<file path="config.mk">
export PLATFORM = sky130hd
export DESIGN_NAME = flash_cmd_seq
export DESIGN_NICKNAME = d
export VERILOG_FILES = /design/src/rtl/flash_cmd_pkg.sv /design/src/rtl/fcs_decoder.sv /design/src/rtl/fcs_array.sv /design/src/rtl/fcs_readout.sv /design/src/rtl/flash_cmd_seq.sv
export SDC_FILE = /design/constraint.sdc
export NUM_CORES = 1
export LEC_CHECK = 0
export ABC_CLOCK_PERIOD_IN_PS = 6400
export BUFFER_PORTS_ARGS = -buffer_cell sky130_fd_sc_hd__clkbuf_2
export CORE_ASPECT_RATIO = 1.25
export CORE_UTILIZATION = 51
export DETAILED_ROUTE_END_ITERATION = 16
export GPL_TIMING_DRIVEN = 1
export PLACE_DENSITY = 0.7
export SYNTH_ARGS = -nofsm -noshare
export SYNTH_HDL_FRONTEND = slang
export SYNTH_SLANG_ARGS = --single-unit
</file>
<file path="constraint.sdc">
create_clock -name clk -period 6.4 [get_ports clk]
set_clock_uncertainty 0.05 [all_clocks]
set_input_delay 0.32 -clock clk [delete_from_list [all_inputs] [get_ports clk]]
set_output_delay 0.32 -clock clk [all_outputs]
set_load 0.005 [all_outputs]
</file>
<file path="src/rtl/flash_cmd_pkg.sv">
package flash_cmd_pkg;

  typedef enum logic [3:0] {
    S_IDLE, S_UNL1, S_UNL2, S_PGM_SETUP,
    S_ERS_SETUP, S_ERS_UNL1, S_ERS_UNL2,
    S_WINDOW, S_PGM_BUSY, S_ERS_BUSY, S_FAULT
  } seq_state_e;

  localparam logic [7:0]  CMD_KEY_A   = 8'hAA;
  localparam logic [7:0]  CMD_KEY_B   = 8'h55;
  localparam logic [7:0]  CMD_RESET   = 8'hF0;
  localparam logic [7:0]  CMD_PROGRAM = 8'hA0;
  localparam logic [7:0]  CMD_ERASE   = 8'h80;
  localparam logic [7:0]  CMD_CHIP    = 8'h10;
  localparam logic [7:0]  CMD_SECTOR  = 8'h30;
  localparam logic [14:0] KEY_ADDR_A  = 15'h5555;
  localparam logic [14:0] KEY_ADDR_B  = 15'h2AAA;

  // address/data pair matches one unlock or command step
  function automatic logic key_hit(input logic [14:0] low_addr,
                                   input logic [14:0] want_addr,
                                   input logic [7:0]  data,
                                   input logic [7:0]  want_data);
    return (low_addr == want_addr) && (data == want_data);
  endfunction

  // status byte layout: poll, toggle, limit, kind, erase started
  function automatic logic [7:0] status_byte(input logic poll,
                                             input logic tog,
                                             input logic limit,
                                             input logic kind,
                                             input logic started);
    return {poll, tog, limit, kind, started, 3'b000};
  endfunction

  // programming can only pull bits to zero
  function automatic logic [7:0] program_merge(input logic [7:0] old_b,
                                               input logic [7:0] new_b);
    return old_b & new_b;
  endfunction

  function automatic int max3(input int a, input int b, input int c);
    int m;
    m = (a > b) ? a : b;
    return (m > c) ? m : c;
  endfunction

endpackage

</file>
<file path="src/rtl/fcs_decoder.sv">
module fcs_decoder
  import flash_cmd_pkg::*;
#(
  parameter int ADDR_W        = 17,
  parameter int SECT_W        = 3,
  parameter int LOC_W         = 2,
  parameter int PROG_CYCLES   = 8,
  parameter int ERASE_CYCLES  = 16,
  parameter int WINDOW_CYCLES = 6
) (
  input  logic                  clk,
  input  logic                  rst_n,
  input  logic                  wr_en,
  input  logic [ADDR_W-1:0]     addr,
  input  logic [7:0]            wdata,
  input  logic                  fault_inject,
  output logic                  busy_prog,
  output logic                  busy_erase,
  output logic                  in_window,
  output logic                  in_fault,
  output logic                  fault_kind,
  output logic                  prog_fire,
  output logic                  erase_fire,
  output logic [(1<<SECT_W)-1:0] erase_mask,
  output logic [SECT_W-1:0]     tgt_sect,
  output logic [LOC_W-1:0]      tgt_loc,
  output logic [7:0]            tgt_data
);
  localparam int NSECT = 1 << SECT_W;
  localparam int MAXC  = max3(PROG_CYCLES, ERASE_CYCLES, WINDOW_CYCLES);
  localparam int CNT_W = $clog2(MAXC + 1);

  seq_state_e          st, st_n;
  logic [CNT_W-1:0]    cnt, cnt_n;
  logic [NSECT-1:0]    mask_n;
  logic [SECT_W-1:0]   sect_n;
  logic [LOC_W-1:0]    loc_n;
  logic [7:0]          data_n;
  logic                kind_n;

  logic [14:0]         low_addr;
  logic [SECT_W-1:0]   wr_sect;
  logic [NSECT-1:0]    wr_sect_oh;
  logic                cnt_zero;

  assign low_addr   = addr[14:0];
  assign wr_sect    = addr[ADDR_W-1 -: SECT_W];
  assign wr_sect_oh = NSECT'(1) << wr_sect;
  assign cnt_zero   = (cnt == '0);

  always_comb begin
    st_n       = st;
    cnt_n      = cnt;
    mask_n     = erase_mask;
    sect_n     = tgt_sect;
    loc_n      = tgt_loc;
    data_n     = tgt_data;
    kind_n     = fault_kind;
    prog_fire  = 1'b0;
    erase_fire = 1'b0;
    unique case (st)
      S_IDLE: begin
        if (wr_en && key_hit(low_addr, KEY_ADDR_A, wdata, CMD_KEY_A)) st_n = S_UNL1;
      end
      S_UNL1: begin
        if (wr_en) st_n = key_hit(low_addr, KEY_ADDR_B, wdata, CMD_KEY_B) ? S_UNL2 : S_IDLE;
      end
      S_UNL2: begin
        if (wr_en) begin
          st_n = S_IDLE;
          if (low_addr == KEY_ADDR_A) begin
            if (wdata == CMD_PROGRAM)    st_n = S_PGM_SETUP;
            else if (wdata == CMD_ERASE) st_n = S_ERS_SETUP;
          end
        end
      end
      S_PGM_SETUP: begin
        if (wr_en) begin
          sect_n = wr_sect;
          loc_n  = addr[LOC_W-1:0];
          data_n = wdata;
          cnt_n  = CNT_W'(PROG_CYCLES - 1);
          st_n   = S_PGM_BUSY;
        end
      end
      S_ERS_SETUP: begin
        if (wr_en) st_n = key_hit(low_addr, KEY_ADDR_A, wdata, CMD_KEY_A) ? S_ERS_UNL1 : S_IDLE;
      end
      S_ERS_UNL1: begin
        if (wr_en) st_n = key_hit(low_addr, KEY_ADDR_B, wdata, CMD_KEY_B) ? S_ERS_UNL2 : S_IDLE;
      end
      S_ERS_UNL2: begin
        if (wr_en) begin
          if (key_hit(low_addr, KEY_ADDR_A, wdata, CMD_CHIP)) begin
            mask_n = '1;
            cnt_n  = CNT_W'(ERASE_CYCLES - 1);
            st_n   = S_ERS_BUSY;
          end else if (wdata == CMD_SECTOR) begin
            mask_n = wr_sect_oh;
            cnt_n  = CNT_W'(WINDOW_CYCLES - 1);
            st_n   = S_WINDOW;
          end else begin
            st_n = S_IDLE;
          end
        end
      end
      S_WINDOW: begin
        if (wr_en) begin
          if (wdata == CMD_SECTOR) begin
            mask_n = erase_mask | wr_sect_oh;
            cnt_n  = CNT_W'(WINDOW_CYCLES - 1);
          end else begin
            mask_n = '0;
            st_n   = S_IDLE;
          end
        end else if (cnt_zero) begin
          cnt_n = CNT_W'(ERASE_CYCLES - 1);
          st_n  = S_ERS_BUSY;
        end else begin
          cnt_n = cnt - 1'b1;
        end
      end
      S_PGM_BUSY: begin
        if (fault_inject) begin
          kind_n = 1'b0;
          st_n   = S_FAULT;
        end else if (cnt_zero) begin
          prog_fire = 1'b1;
          st_n      = S_IDLE;
        end else begin
          cnt_n = cnt - 1'b1;
        end
      end
      S_ERS_BUSY: begin
        if (fault_inject) begin
          kind_n = 1'b1;
          mask_n = '0;
          st_n   = S_FAULT;
        end else if (cnt_zero) begin
          erase_fire = 1'b1;
          mask_n     = '0;
          st_n       = S_IDLE;
        end else begin
          cnt_n = cnt - 1'b1;
        end
      end
      S_FAULT: begin
        if (wr_en && wdata == CMD_RESET) st_n = S_IDLE;
      end
      default: st_n = S_IDLE;
    endcase
  end

  always_ff @(posedge clk or negedge rst_n) begin
    if (!rst_n) begin
      st         <= S_IDLE;
      cnt        <= '0;
      erase_mask <= '0;
      tgt_sect   <= '0;
      tgt_loc    <= '0;
      tgt_data   <= '0;
      fault_kind <= 1'b0;
    end else begin
      st         <= st_n;
      cnt        <= cnt_n;
      erase_mask <= mask_n;
      tgt_sect   <= sect_n;
      tgt_loc    <= loc_n;
      tgt_data   <= data_n;
      fault_kind <= kind_n;
    end
  end

  assign busy_prog  = (st == S_PGM_BUSY);
  assign busy_erase = (st == S_ERS_BUSY);
  assign in_window  = (st == S_WINDOW);
  assign in_fault   = (st == S_FAULT);

endmodule

</file>
<file path="src/rtl/fcs_array.sv">
module fcs_array
  import flash_cmd_pkg::*;
#(
  parameter int SECT_W = 3,
  parameter int LOC_W  = 2
) (
  input  logic                   clk,
  input  logic                   rst_n,
  input  logic                   prog_fire,
  input  logic [SECT_W-1:0]      prog_sect,
  input  logic [LOC_W-1:0]       prog_loc,
  input  logic [7:0]             prog_data,
  input  logic                   erase_fire,
  input  logic [(1<<SECT_W)-1:0] erase_mask,
  input  logic [SECT_W-1:0]      rd_sect,
  input  logic [LOC_W-1:0]       rd_loc,
  output logic [7:0]             rd_byte
);
  localparam int NSECT = 1 << SECT_W;
  localparam int NLOC  = 1 << LOC_W;

  logic [7:0] sect_rd [NSECT];

  for (genvar s = 0; s < NSECT; s++) begin : g_sect
    logic [7:0] cells [NLOC];
    logic       hit_prog;

    assign hit_prog   = prog_fire && (prog_sect == SECT_W'(s));
    assign sect_rd[s] = cells[rd_loc];

    always_ff @(posedge clk or negedge rst_n) begin
      if (!rst_n) begin
        for (int i = 0; i < NLOC; i++) cells[i] <= 8'hFF;
      end else if (erase_fire && erase_mask[s]) begin
        for (int i = 0; i < NLOC; i++) cells[i] <= 8'hFF;
      end else if (hit_prog) begin
        cells[prog_loc] <= program_merge(cells[prog_loc], prog_data);
      end
    end
  end

  assign rd_byte = sect_rd[rd_sect];

endmodule

</file>
<file path="src/rtl/fcs_readout.sv">
module fcs_readout
  import flash_cmd_pkg::*;
(
  input  logic       clk,
  input  logic       rst_n,
  input  logic       rd_en,
  input  logic       status_mode,
  input  logic       poll_bit,
  input  logic       limit_bit,
  input  logic       kind_bit,
  input  logic       started_bit,
  input  logic [7:0] array_byte,
  output logic [7:0] rdata
);
  logic tog;

  always_ff @(posedge clk or negedge rst_n) begin
    if (!rst_n) begin
      rdata <= 8'h00;
      tog   <= 1'b0;
    end else begin
      if (!status_mode) tog <= 1'b0;
      if (rd_en) begin
        if (status_mode) begin
          rdata <= status_byte(poll_bit, tog, limit_bit, kind_bit, started_bit);
          tog   <= ~tog;
        end else begin
          rdata <= array_byte;
        end
      end
    end
  end

endmodule

</file>
<file path="src/rtl/flash_cmd_seq.sv">
module flash_cmd_seq
  import flash_cmd_pkg::*;
#(
  parameter int ADDR_W        = 17,
  parameter int SECT_W        = 3,
  parameter int LOC_W         = 2,
  parameter int PROG_CYCLES   = 8,
  parameter int ERASE_CYCLES  = 16,
  parameter int WINDOW_CYCLES = 6
) (
  input  logic              clk,
  input  logic              rst_n,
  input  logic              wr_en,
  input  logic              rd_en,
  input  logic [ADDR_W-1:0] addr,
  input  logic [7:0]        wdata,
  input  logic              fault_inject,
  output logic [7:0]        rdata
);
  localparam int NSECT = 1 << SECT_W;

  logic              busy_prog, busy_erase, in_window, in_fault, fault_kind;
  logic              prog_fire, erase_fire;
  logic [NSECT-1:0]  erase_mask;
  logic [SECT_W-1:0] tgt_sect;
  logic [LOC_W-1:0]  tgt_loc;
  logic [7:0]        tgt_data;
  logic [7:0]        array_byte;
  logic              status_mode, prog_related, poll_bit, started_bit;

  fcs_decoder #(
    .ADDR_W(ADDR_W), .SECT_W(SECT_W), .LOC_W(LOC_W),
    .PROG_CYCLES(PROG_CYCLES), .ERASE_CYCLES(ERASE_CYCLES),
    .WINDOW_CYCLES(WINDOW_CYCLES)
  ) u_dec (
    .clk(clk), .rst_n(rst_n), .wr_en(wr_en), .addr(addr), .wdata(wdata),
    .fault_inject(fault_inject),
    .busy_prog(busy_prog), .busy_erase(busy_erase), .in_window(in_window),
    .in_fault(in_fault), .fault_kind(fault_kind),
    .prog_fire(prog_fire), .erase_fire(erase_fire), .erase_mask(erase_mask),
    .tgt_sect(tgt_sect), .tgt_loc(tgt_loc), .tgt_data(tgt_data)
  );

  fcs_array #(.SECT_W(SECT_W), .LOC_W(LOC_W)) u_arr (
    .clk(clk), .rst_n(rst_n),
    .prog_fire(prog_fire), .prog_sect(tgt_sect), .prog_loc(tgt_loc),
    .prog_data(tgt_data),
    .erase_fire(erase_fire), .erase_mask(erase_mask),
    .rd_sect(addr[ADDR_W-1 -: SECT_W]), .rd_loc(addr[LOC_W-1:0]),
    .rd_byte(array_byte)
  );

  assign status_mode  = busy_prog | busy_erase | in_window | in_fault;
  assign prog_related = busy_prog | (in_fault & ~fault_kind);
  assign poll_bit     = prog_related & ~tgt_data[7];
  assign started_bit  = busy_erase | (in_fault & fault_kind);

  fcs_readout u_rd (
    .clk(clk), .rst_n(rst_n), .rd_en(rd_en), .status_mode(status_mode),
    .poll_bit(poll_bit), .limit_bit(in_fault), .kind_bit(in_fault & fault_kind),
    .started_bit(started_bit), .array_byte(array_byte), .rdata(rdata)
  );

endmodule

</file>
# Word-level counts from Yosys, hierarchy flattened
# Index checks and enable logic that the tools add are counted.
[classes] muxes=127 eq_ne=44 bitwise=23 mul=0 addsub=1 n_shift=1 div_mod_pow=0 n_lt_le_gt_ge=4 n_reduce_logical=42
[ops] operator="32-bit 2-to-1 mux" n=16
[ops] operator="8-bit 2-to-1 mux" n=43
[ops] operator="8-bit binary-select mux with 2-bit select" n=16
[ops] operator="32-bit bitwise mux" n=8
[ops] operator="8-bit AND" n=8
[ops] operator="4-bit 2-to-1 mux" n=16
[ops] operator="5-bit 2-to-1 mux" n=8
[ops] operator="4-bit one-hot mux with 10 select lines" n=1
[ops] operator="8-bit equality test, second input constant" n=4
[ops] operator="8-bit binary-select mux with 3-bit select" n=1
[ops] operator="8-bit one-hot mux with 3 select lines" n=1
[ops] operator="1-bit logical AND" n=22
[ops] operator="2-bit inequality test, second input constant" n=11
[ops] operator="5-bit one-hot mux with 4 select lines" n=1
[ops] operator="2-bit nonzero test" n=9
[ops] operator="8-bit demux with 2-bit select" n=1
[ops] operator="4-bit by 3-bit equality test with 1-bit output, second input constant" n=4
[ops] operator="15-bit by 14-bit equality test with 1-bit output, second input constant" n=1
[ops] operator="15-bit equality test, second input constant" n=1
[ops] operator="3-bit equality test, second input constant" n=4
[ops] operator="4-bit equality test, second input constant" n=3
[ops] operator="3-bit 2-to-1 mux" n=4
[ops] operator="11-bit AND reduction" n=1
[ops] operator="5-bit AND reduction" n=2
[ops] operator="33 further kinds" n=56
[word_totals] out_inout_bits=8 ramBits=0 wordCells=283 input_bits=30 ff_bits=296 latch_bits=0 memories=0 rom_bits=0

# Depth between registers and ports, before layout
# Gate-level depths: netlist of run 1.
[depth] word_depth=8 mapped_depth=10 ltp_nobuf=8

# Modules after synthesis
# Synthesis of run 1 repeated with hierarchy kept, for this count alone.
[hier_totals] hier_cells=1136 area_unflattened_um2=15845.2
[by_module_without_submodules] module="fcs_array" cells_each=877 seq_area_each_um2=6726.5 area_each_um2=13330.3 n_inst=1
[by_module_without_submodules] module="fcs_decoder" cells_each=215 seq_area_each_um2=775.7 area_each_um2=2057.0 n_inst=1
[by_module_without_submodules] module="fcs_readout" cells_each=38 seq_area_each_um2=225.2 area_each_um2=420.4 n_inst=1
[by_module_without_submodules] module="flash_cmd_seq" cells_each=6 seq_area_each_um2=0.0 area_each_um2=37.5 n_inst=1

# Least setup slack after synthesis of run 1
# Ideal clock, no wire load.
[synth_timing] kind="register -> register" from="register u_dec.cnt[0]" to="register u_arr.g_sect[6].cells[12] (netlist bit)" required_time_ns=6.260 n_path_buf=2 path_stages_with_launch=11 path_slack_ns=3.858 setup_ns=0.090 arrival_ns=2.402 synth_period_minus_slack_ns=2.542 path_cell_list="dfrtp_1 > inv_1 > ha_1 > or4b_4 > nor4_4 > nand3_2 > or2_2 > clkbuf_1 > clkbuf_1 > o21ai_0 > o21ai_0"
[synth_between] elab_chain_len=6 word_cells_on_any_way=9 classes_between="mux (5); reduce/logical (4)"
[synth_rtl] element="from (decl)" line_no="fcs_decoder.sv:34" text="logic [CNT_W-1:0] cnt, cnt_n;"
[synth_rtl] element="from (signal assigned)" line_no="fcs_decoder.sv:165" text="cnt <= cnt_n;"
[synth_rtl] element="5-bit logical NOT (*)" line_no="fcs_decoder.sv:49" text="assign cnt_zero = (cnt == '0);"
[synth_rtl] element="1-bit 2-to-1 mux (*)" line_no="fcs_decoder.sv:127, fcs_decoder.sv:139"
[synth_rtl] element="1-bit 2-to-1 mux (*)" line_no="fcs_decoder.sv:135" text="if (fault_inject) begin"
[synth_rtl] element="1-bit 2-to-1 mux" line_no="fcs_decoder.sv:61" text="unique case (st)"
[synth_rtl] element="1-bit logical AND, on equally long branches" line_no="fcs_array.sv:34, fcs_array.sv:28"
[synth_rtl] element="32-bit 2-to-1 mux or 2-bit nonzero test (tied branches)"
[synth_rtl] element="to (signal, indexed assignment)" line_no="fcs_array.sv:37" text="cells[prog_loc] <= program_merge(cells[prog_loc], prog_data);"
[synth_rtl] element="to (decl)" line_no="fcs_array.sv:25" text="logic [7:0] cells [NLOC];"
# Every way passes the cells marked *; elsewhere a longest branch is shown, timed or not.
# A chain may end at the register's enable or synchronous reset.

# Worst setup path in the final report of run 1
[layout_timing] from="register u_dec.cnt[0]" to="register u_arr.g_sect[7].cells[29] (netlist bit)"
[layout_between] elab_chain_len=6 word_cells_on_any_way=9 classes_between="mux (5); reduce/logical (4)"
[layout_rtl] element="5-bit logical NOT (*)" line_no="fcs_decoder.sv:49"
[layout_rtl] element="1-bit 2-to-1 mux (*)" line_no="fcs_decoder.sv:127, fcs_decoder.sv:139"
[layout_rtl] element="1-bit 2-to-1 mux (*)" line_no="fcs_decoder.sv:135"
[layout_rtl] element="1-bit 2-to-1 mux" line_no="fcs_decoder.sv:61"
[layout_rtl] element="1-bit logical AND, on equally long branches" line_no="fcs_array.sv:34, fcs_array.sv:28"
[layout_rtl] element="32-bit 2-to-1 mux or 2-bit nonzero test (tied branches)"
[layout_rtl] element="to (signal, indexed assignment)" line_no="fcs_array.sv:37"
[layout_rtl] element="to (decl)" line_no="fcs_array.sv:25"
# Marks and branches as above.

==> results of run 1 <==
==> synthesized netlist by cell type, types with 3 or more instances <==
cell type    n
a31o_2       5
nor2b_1      9
nor3_1     134
inv_1        8
a2111oi_0    3
o21ai_0    142
o21ai_1      5
nand4_1      7
nand3_1     14
o31a_1       3
nor4b_1      4
o21bai_1     3
or2_0        3
and2_0       4
a21oi_1    270
o2bb2ai_1    9
o22ai_1      6
nand3b_1     5
nand2b_1     7
a31oi_1      4
mux2_2      23
dfstp_2    256
buf_2       46
o311ai_0     5
a211oi_1     9
and2_1       9
or2_2        7
buf_1        8
dfrtp_1     40
mux4_2     114
mux2i_1     23
nor2_1     116
a22o_1       6
nand2_1     50
a22oi_1     11
clkbuf_1    72
==> timing repair <==
action | CTS | global route
hold buffers | 4 | 0
endpoints found under the hold margin | 18 | 0
setup endpoints to repair | 0 | 0
==> power by group through the flow <==
| stage | clock [mW] | sequential [mW] | combinational [mW] |
|---|---|---|---|
| after CTS | 1.88 | 1.91 | 0.193 |
| after global routing | 1.95 | 1.91 | 0.211 |
| after detailed placement | 0 | 1.94 | 0.190 |
| after floorplan | 0 | 1.92 | 0.115 |
| final | 1.87 | 1.91 | 0.193 |
| after global placement | 0 | 1.94 | 0.189 |
==> registers in the layout, indices dropped and copies added, names as in the netlist <==
register,flops
u_rd.tog,1
u_dec.tgt_data,8
u_arr.g_sect.cells,256
u_dec.cnt,5
u_dec.tgt_sect,3
u_dec.tgt_loc,2
u_dec.fault_kind,1
u_dec.st,4
u_rd.rdata,8
u_dec.erase_mask,8
==> worst max-delay path: stages, from the launching register on <==
cell and delay, ns:
dfrtp_1 0.42, inv_1 0.10, ha_1 0.21, or4b_4 0.54, nor4_4 0.37, nand3_1 0.23
nor2_1 0.98, nor3_1 0.16, a21oi_1 0.22
==> metal layers <==
| layer | global-route usage (%) | share of wire, % | vias to the layer above |
|---|---|---|---|
| met2 | 44.84 | 48 | 565 |
| li1 | - | - | 5550 |
| met3 | 4.112 | 6.8 | 124 |
| met5 | 0 | 0 | - |
| met4 | 13.71 | 4.8 | 0 |
| met1 | 37.52 | 40 | 6464 |
==> kinds of logic (layout without fill, tap and decap cells) <==
kind of cell	Yosys count	count (layout)	synth area share (%)
buffers and inverters	136	122	3.548
and+or+nand+nor	393	393	12.18
DFF	296	296	47.94
adders and majority gates	1	1	0.07762
AOI/OAI and AO/OA	502	502	17.23
xor gates and xnor gates	1	1	0.05435
muxes	160	160	18.96
==> layout make-up <==
type	instances	share of cell area (%)
multi-input cells	1057	44.66
flip-flops and latches	296	44.17
inverters	9	0.1930
clock inverters	18	1.179
clock buffers	37	4.788
well taps	407	2.909
repair buffers	58	2.101
==> stage by stage <==
step                hold WS, ns  instances  power (mW)
floorplan              -0.02559       1489       2.035
global placement         0.4186       1823       2.124
CTS                    0.002048       1882       3.985
detailed placement       0.4178       1823       2.126
global route            0.02127       1882       4.071
finish                  0.01526       1882       3.969
==> worst paths after layout <==
check	from	end	slack, ns	cells after the start
setup reg to reg	u_dec.cnt[0]	u_arr.g_sect[7].cells[29]	3.04	8
max in group asynchronous	rst_n	u_dec.tgt_loc[0]	4.37	3
min in group asynchronous	rst_n	u_dec.tgt_data[1]	0.34	2
setup / recovery	u_dec.cnt[0]	u_arr.g_sect[7].cells[29]	3.04	8
hold reg to reg	u_dec.erase_mask[7]	u_dec.erase_mask[7]	0.44	1
hold / removal	wdata[5]	u_dec.tgt_data[5]	0.02	2
==> metrics.md, run 1 <==
| Metric | Value |
|---|---|
| Outcome | completed |
| Most common cell after layout, fill and taps aside | a21oi_1 |
| Die Y | 200.8 microns |
| Worst slew margin | 15.75% |
| EDFF count, synth | 0 |
| Commonest non-fill, non-tap cells in the layout | a21oi_1, dfstp_2, o21ai_0 |
| Synth Net Count | 1,520 |
| Clock sink total | 296 |
| Sequential Area | 7732 sq um |
| Total number of vias | around 13k |
| Seq/Total Area, Yosys | 47.94% |
| Core area | 30,990 sq um |
| Psw | 930.3 uW |
| Largest net degree at the start of global routing | approximately 130 |
| Final instance area | 17,510 sq um |
| Synthesized area | 16,120 sq um |
| Clock transition at path regs | 0.07 ns |
| Share of power burned in registers | approximately 48% |
| CTS HTree Levels | 1 |
| Top cells by area, synth | dfstp_2, mux4_2, a21oi_1 |
| Synth unique cells | 74 |
| Yosys warns | 0 |
| Worst Setup Start Kind | flop |
| Static Leak | 6.327 nW |
| Starting DRC count in detailed routing | around 1.3k |
| Synthesized netlist cell count | 1,489 |
| Share of cells above drive strength 1 | 35.25% |
| GRT Util Overall | between 20% and 30% |
| Crit path required time | 6.84 ns |
| Setup violations, final | 0 |
| F_max | 297.3 MHz |
| Worst VDD drop | 0.1970 mV |
| Average wire per standard cell | 23.76 microns |
| Clk network pwr share | 47.1% |
| Setup bufs post-CTS | 0 |
| Cell Pwr Density | 226.7 nW/um^2 |
| Slew @ Worst Pin | 1.259 ns |
| Final worst setup slack | about 3.0 ns |
| Tmin final | 3.364 ns |
| CP endpoint kind | flop |
| Fin util | 56.49% |
| Async set-reset flop share out of synthesis | 100.0% |
| Yosys top cell by area | dfstp_2 |
| Gr ovfl total | 0 |
| Final hold violations | 0 |
| I/O pin cnt | 38 |
| Die Footprint | roughly 32,000 sq um |
| Setup slack at placement | roughly 3 ns |
| WL final | 44,720 microns |
| Fill cell count | 2,548 |
| Clock buffer count from CTS | 30 |
| Setup TNS | 0 ns |
| CTS Root Cell | clkbuf_16 |
| CTS Buffer Depth | 3 |
| RD Place Congestion | slightly above 0.9 |
| P&R area growth vs syn | 8.617% |
| Starting density of the core | 52.01% |
| First-pass GRT wire length | slightly above 70,000 microns |
| Path type of the worst min-delay path | in2reg |
| DP HPWL | roughly 28,000 microns |
| Initial antenna violation count | 0 |
| Arrival time at the worst endpoint | between 3 and 4 ns |
| Nets | between 1k and 1.5k |
| # port buffers | 37 |
| Row count | 72 |
| RSZ-0062 raised after global routing | no |
| Post-synthesis average cell area | approximately 11 sq um |
| Inserted Diodes | 0 |
| Clk_lat worst skew | 0.58 ns |
| Die width | 161.0 microns |
| Type of the worst setup path | reg2reg |
| Drc violations | 0 |
| Crit-path max FO | 16 |
| Routed vias/inst | between 6 and 7 |
| Placed Instance Area | 16,420 sq um |
| Total of max-cap violations | 0 |
| Number of global-route vias before repair | ~12k |
| Yosys top cell area share | 41.73% |
| Post-CTS resize count | 0 |
| Sw Ratio | 23.44% |
| Comb power frac | 4.9% |
| CTS tree | built |
| Remaining antenna violation count | 0 |
| Main synth FF type | dfstp_2 |
| DR pass1 iterations | 5 |
| #FFs+latches synth | a little under 300 |
| Pint | around 3 mW |
| Final Max Slew Viols | 0 |
| Period utilization | 52.56% |
| Footprint of the multi-input gates | approximately 7800 sq um |
Power figures use the tool's default switching activity.
==> run 2, diff against run 1 <==
--- a/config.mk
+++ b/config.mk
@@ -5,13 +5,13 @@
 export SDC_FILE = /design/constraint.sdc
 export NUM_CORES = 1
 export LEC_CHECK = 0
-export ABC_CLOCK_PERIOD_IN_PS = 6400
+export ABC_CLOCK_PERIOD_IN_PS = 2900
 export BUFFER_PORTS_ARGS = -buffer_cell sky130_fd_sc_hd__clkbuf_2
 export CORE_ASPECT_RATIO = 1.25
 export CORE_UTILIZATION = 51
 export DETAILED_ROUTE_END_ITERATION = 16
 export GPL_TIMING_DRIVEN = 1
-export PLACE_DENSITY = 0.7
+export PLACE_DENSITY = 0.73
 export SYNTH_ARGS = -nofsm -noshare
 export SYNTH_HDL_FRONTEND = slang
 export SYNTH_SLANG_ARGS = --single-unit
==> constraint.sdc (replaced) <==
create_clock -name clk -period 2.9 [get_ports clk]
set_clock_uncertainty 0.05 [all_clocks]
set_input_delay 0.145 -clock clk [delete_from_list [all_inputs] [get_ports clk]]
set_output_delay 0.145 -clock clk [all_outputs]
set_load 0.005 [all_outputs]
==> metrics.md, run 2 (synthesized netlist as in run 1, its figures left out) <==
| Metric | Value |
|---|---|
| Die Y | 200.8 microns (unchanged) |
| Remaining antenna violation count | 0 (unchanged) |
| Setup TNS | 0 ns (unchanged) |
| CTS Root Cell | clkbuf_16 |
| # port buffers | 37 (unchanged) |
| Die Footprint | 32,320 sq um (unchanged) |
| Static Leak | 6.761 nW (+6.9%) |
| RD Place Congestion | 0.9428 (+3.1%) |
| Gr ovfl total | 0 (unchanged) |
| Arrival time at the worst endpoint | 3.19 ns (-0.62 ns) |
| CTS tree | built |
| Most common cell after layout, fill and taps aside | a21oi_1 |
| Fill cell count | 2,426 (-4.8%) |
| Initial antenna violation count | 0 (unchanged) |
| I/O pin cnt | 38 (unchanged) |
| Number of flip-flops in the largest register | 256 (unchanged) |
| Tmin final | 2.763 ns (-0.6011 ns) |
| Outcome | completed |
| Largest net degree at the start of global routing | 92 (-30%) |
| Crit-path max FO | 15 (-1) |
| Final worst setup slack | 0.1373 ns (-2.899 ns) |
| Clk_lat worst skew | 0.57 ns (about the same) |
| Sequential Area | 7732 sq um (unchanged) |
| GRT Util Overall | 28.70% (+0.67 points) |
| Total number of vias | 13.05k (+2.7%) |
| Path type of the worst min-delay path | in2reg |
| DR pass1 iterations | 6 (+1) |
| Drc violations | 0 (unchanged) |
| Worst reg2reg setup slack | 0.14 ns (-2.90 ns) |
| F_max | 362.0 MHz (+22%) |
| CP endpoint kind | flop |
| Placed Instance Area | 17,130 sq um (+4.3%) |
| Critical-path cell list | inv_1 > ha_1 > or4b_4 > nor4_4 > nand2_1 > or2_2 > o21ai_0 > o21ai_0 |
| Final instance area | 18,240 sq um (+4.2%) |
| Footprint of the multi-input gates | 7819 sq um (unchanged) |
| Period utilization | 95.27% (+43 points) |
| Share of cells above drive strength 1 | 38.14% (+2.9 points) |
| WL final | 45,490 microns (+1.7%) |
| Largest delay contributor family on the critical path | simple AND/OR/NAND/NOR gates |
| Share of power burned in registers | 49.0% (+0.9 points) |
| Starting density of the core | 52.01% (unchanged) |
| Total of max-cap violations | 0 (unchanged) |
| First-pass GRT wire length | 72,910 microns (+2.6%) |
| RSZ-0062 raised after global routing | no |
| Nets | 1,564 (+5.5%) |
| Slew @ Worst Pin | 0.9820 ns (-0.2771 ns) |
| Crit-path max cell delay | 0.54 ns (-0.44 ns) |
| Most flops, register | u_arr.g_sect.cells |
| P&R area growth vs syn | 13.13% |
| Crit path required time | 3.33 ns (-3.51 ns) |
| Starting DRC count in detailed routing | 1,689 (+29%) |
| Setup slack at placement | 0.1413 ns (-2.906 ns) |
| Final Total Pwr | 8.566 mW (+120%) |
| Die width | 161.0 microns (unchanged) |
| Clock buffer count from CTS | 29 (-3.3%) |
| Core area | 30,990 sq um (unchanged) |
| Routed vias/inst | 6.649 (-1.5%) |
| Clk network pwr share | 45.2% (-1.9 points) |
| Sw Ratio | 23.36% (-0.075 points) |
| CTS HTree Levels | 1 (unchanged) |
| Worst Setup Start Kind | flop |
| Clock sink total | 296 (unchanged) |
| CP max stage cell | or4b_4 |
| Commonest non-fill, non-tap cells in the layout | a21oi_1, dfstp_2, o21ai_0 |
| Setup bufs post-CTS | 0 (unchanged) |
| Clock transition at path regs | 0.07 ns (about the same) |
| DP HPWL | 30,350 microns (+6.9%) |
| Row count | 72 (unchanged) |
| Setup violations, final | 0 (unchanged) |
| CTS Buffer Depth | 3 (unchanged) |
| Comb power frac | 5.8% (+0.9 points) |
| Cell Pwr Density | 469.8 nW/um^2 (+110%) |
| Final Max Slew Viols | 0 (unchanged) |
| Inserted Diodes | 0 (unchanged) |
| Number of global-route vias before repair | 12.97k (+4.1%) |
| Average wire per standard cell | 23.18 microns (-2.4%) |
| Final hold slack | 0.02644 ns (+0.01119 ns) |
| Worst VDD drop | 0.5135 mV (+160%) |
| Worst Path Buf+Inv | 1 (unchanged) |
| Worst slew margin | 34.53% (+19 points) |
| Psw | 2.001 mW (+120%) |
| CP dominant cell by count | o21ai_0 |
| Type of the worst setup path | reg2reg |
| Pint | 6.565 mW (+120%) |
| Final hold violations | 0 (unchanged) |
-- run 2: changes by cell type in the layout (fill, tap and decap cells not counted), moves of 3 or more --
cell	previous run	this run
clkbuf_8	4	10
buf_4	19	80
dlygate4sd3_1	4	12
bufinv_16	4	1
clkinvlp_4	5	2
buf_12	0	12
-- run 2: worst paths after layout --
check / startpoint / to / cells after the start
max: u_dec.cnt[0] / u_arr.g_sect[3].cells[13] / 8
max in group asynchronous: rst_n / u_arr.g_sect[0].cells[19] / 3
min reg2reg: u_dec.erase_mask[5] / u_dec.erase_mask[5] / 1
min in group asynchronous: rst_n / u_dec.tgt_loc[0] / 2
min: addr[8] / u_dec.st[2] / 6
max reg2reg: u_dec.cnt[0] / u_arr.g_sect[3].cells[13] / 8
-- run 2: final cells by class --
cell class                 instances  share of cell area, %
multi-input combinational       1057                  42.88
sequential                       296                  42.40
timing repair buffer             140                  6.347
clock buffer                      41                  4.892
tap                              407                  2.793
clock inverter                    12                 0.5009
inverter                           9                 0.1853
-- run 2: per-stage QoR --
stage	utilization [%]	instances
after floorplan	-	1489
after global placement	55.27	1897
after detailed placement	55.27	1897
after CTS	58.83	1962
after global routing	58.84	1962
final	58.84	1962
-- run 2: power by group through the flow --
stage	clock [mW]	sequential, mW	combinational [mW]
floorplan	0	4.24	0.253
global placement	0	4.26	0.477
detailed placement	0	4.26	0.479
CTS	3.92	4.19	0.494
global route	4.07	4.20	0.536
finish	3.87	4.20	0.499
-- run 2: what timing repair did --
item | in CTS | in global routing
endpoints found under the hold margin | 92 | 0
setup endpoints to repair | 0 | 17
hold buffers | 12 | 0
resized for setup | 0 | 3
-- run 2: worst reg2reg max path, stage by stage (launching register included) --
cell and delay, ns:
dfrtp_1 0.41, inv_1 0.09, ha_1 0.21, or4b_4 0.54, nor4_4 0.44, nand2_1 0.24
or2_2 0.46, o21ai_0 0.12, o21ai_0 0.12
-- run 2: layer usage --
layer | wire length, microns | part of all wire [%] | global-route usage, %
met1 | 17860 | 39 | 38.13
met2 | 21990 | 48 | 45.98
met3 | 3485 | 7.7 | 4.607
met4 | 2156 | 4.7 | 13.88
met5 | 0 | 0 | 0
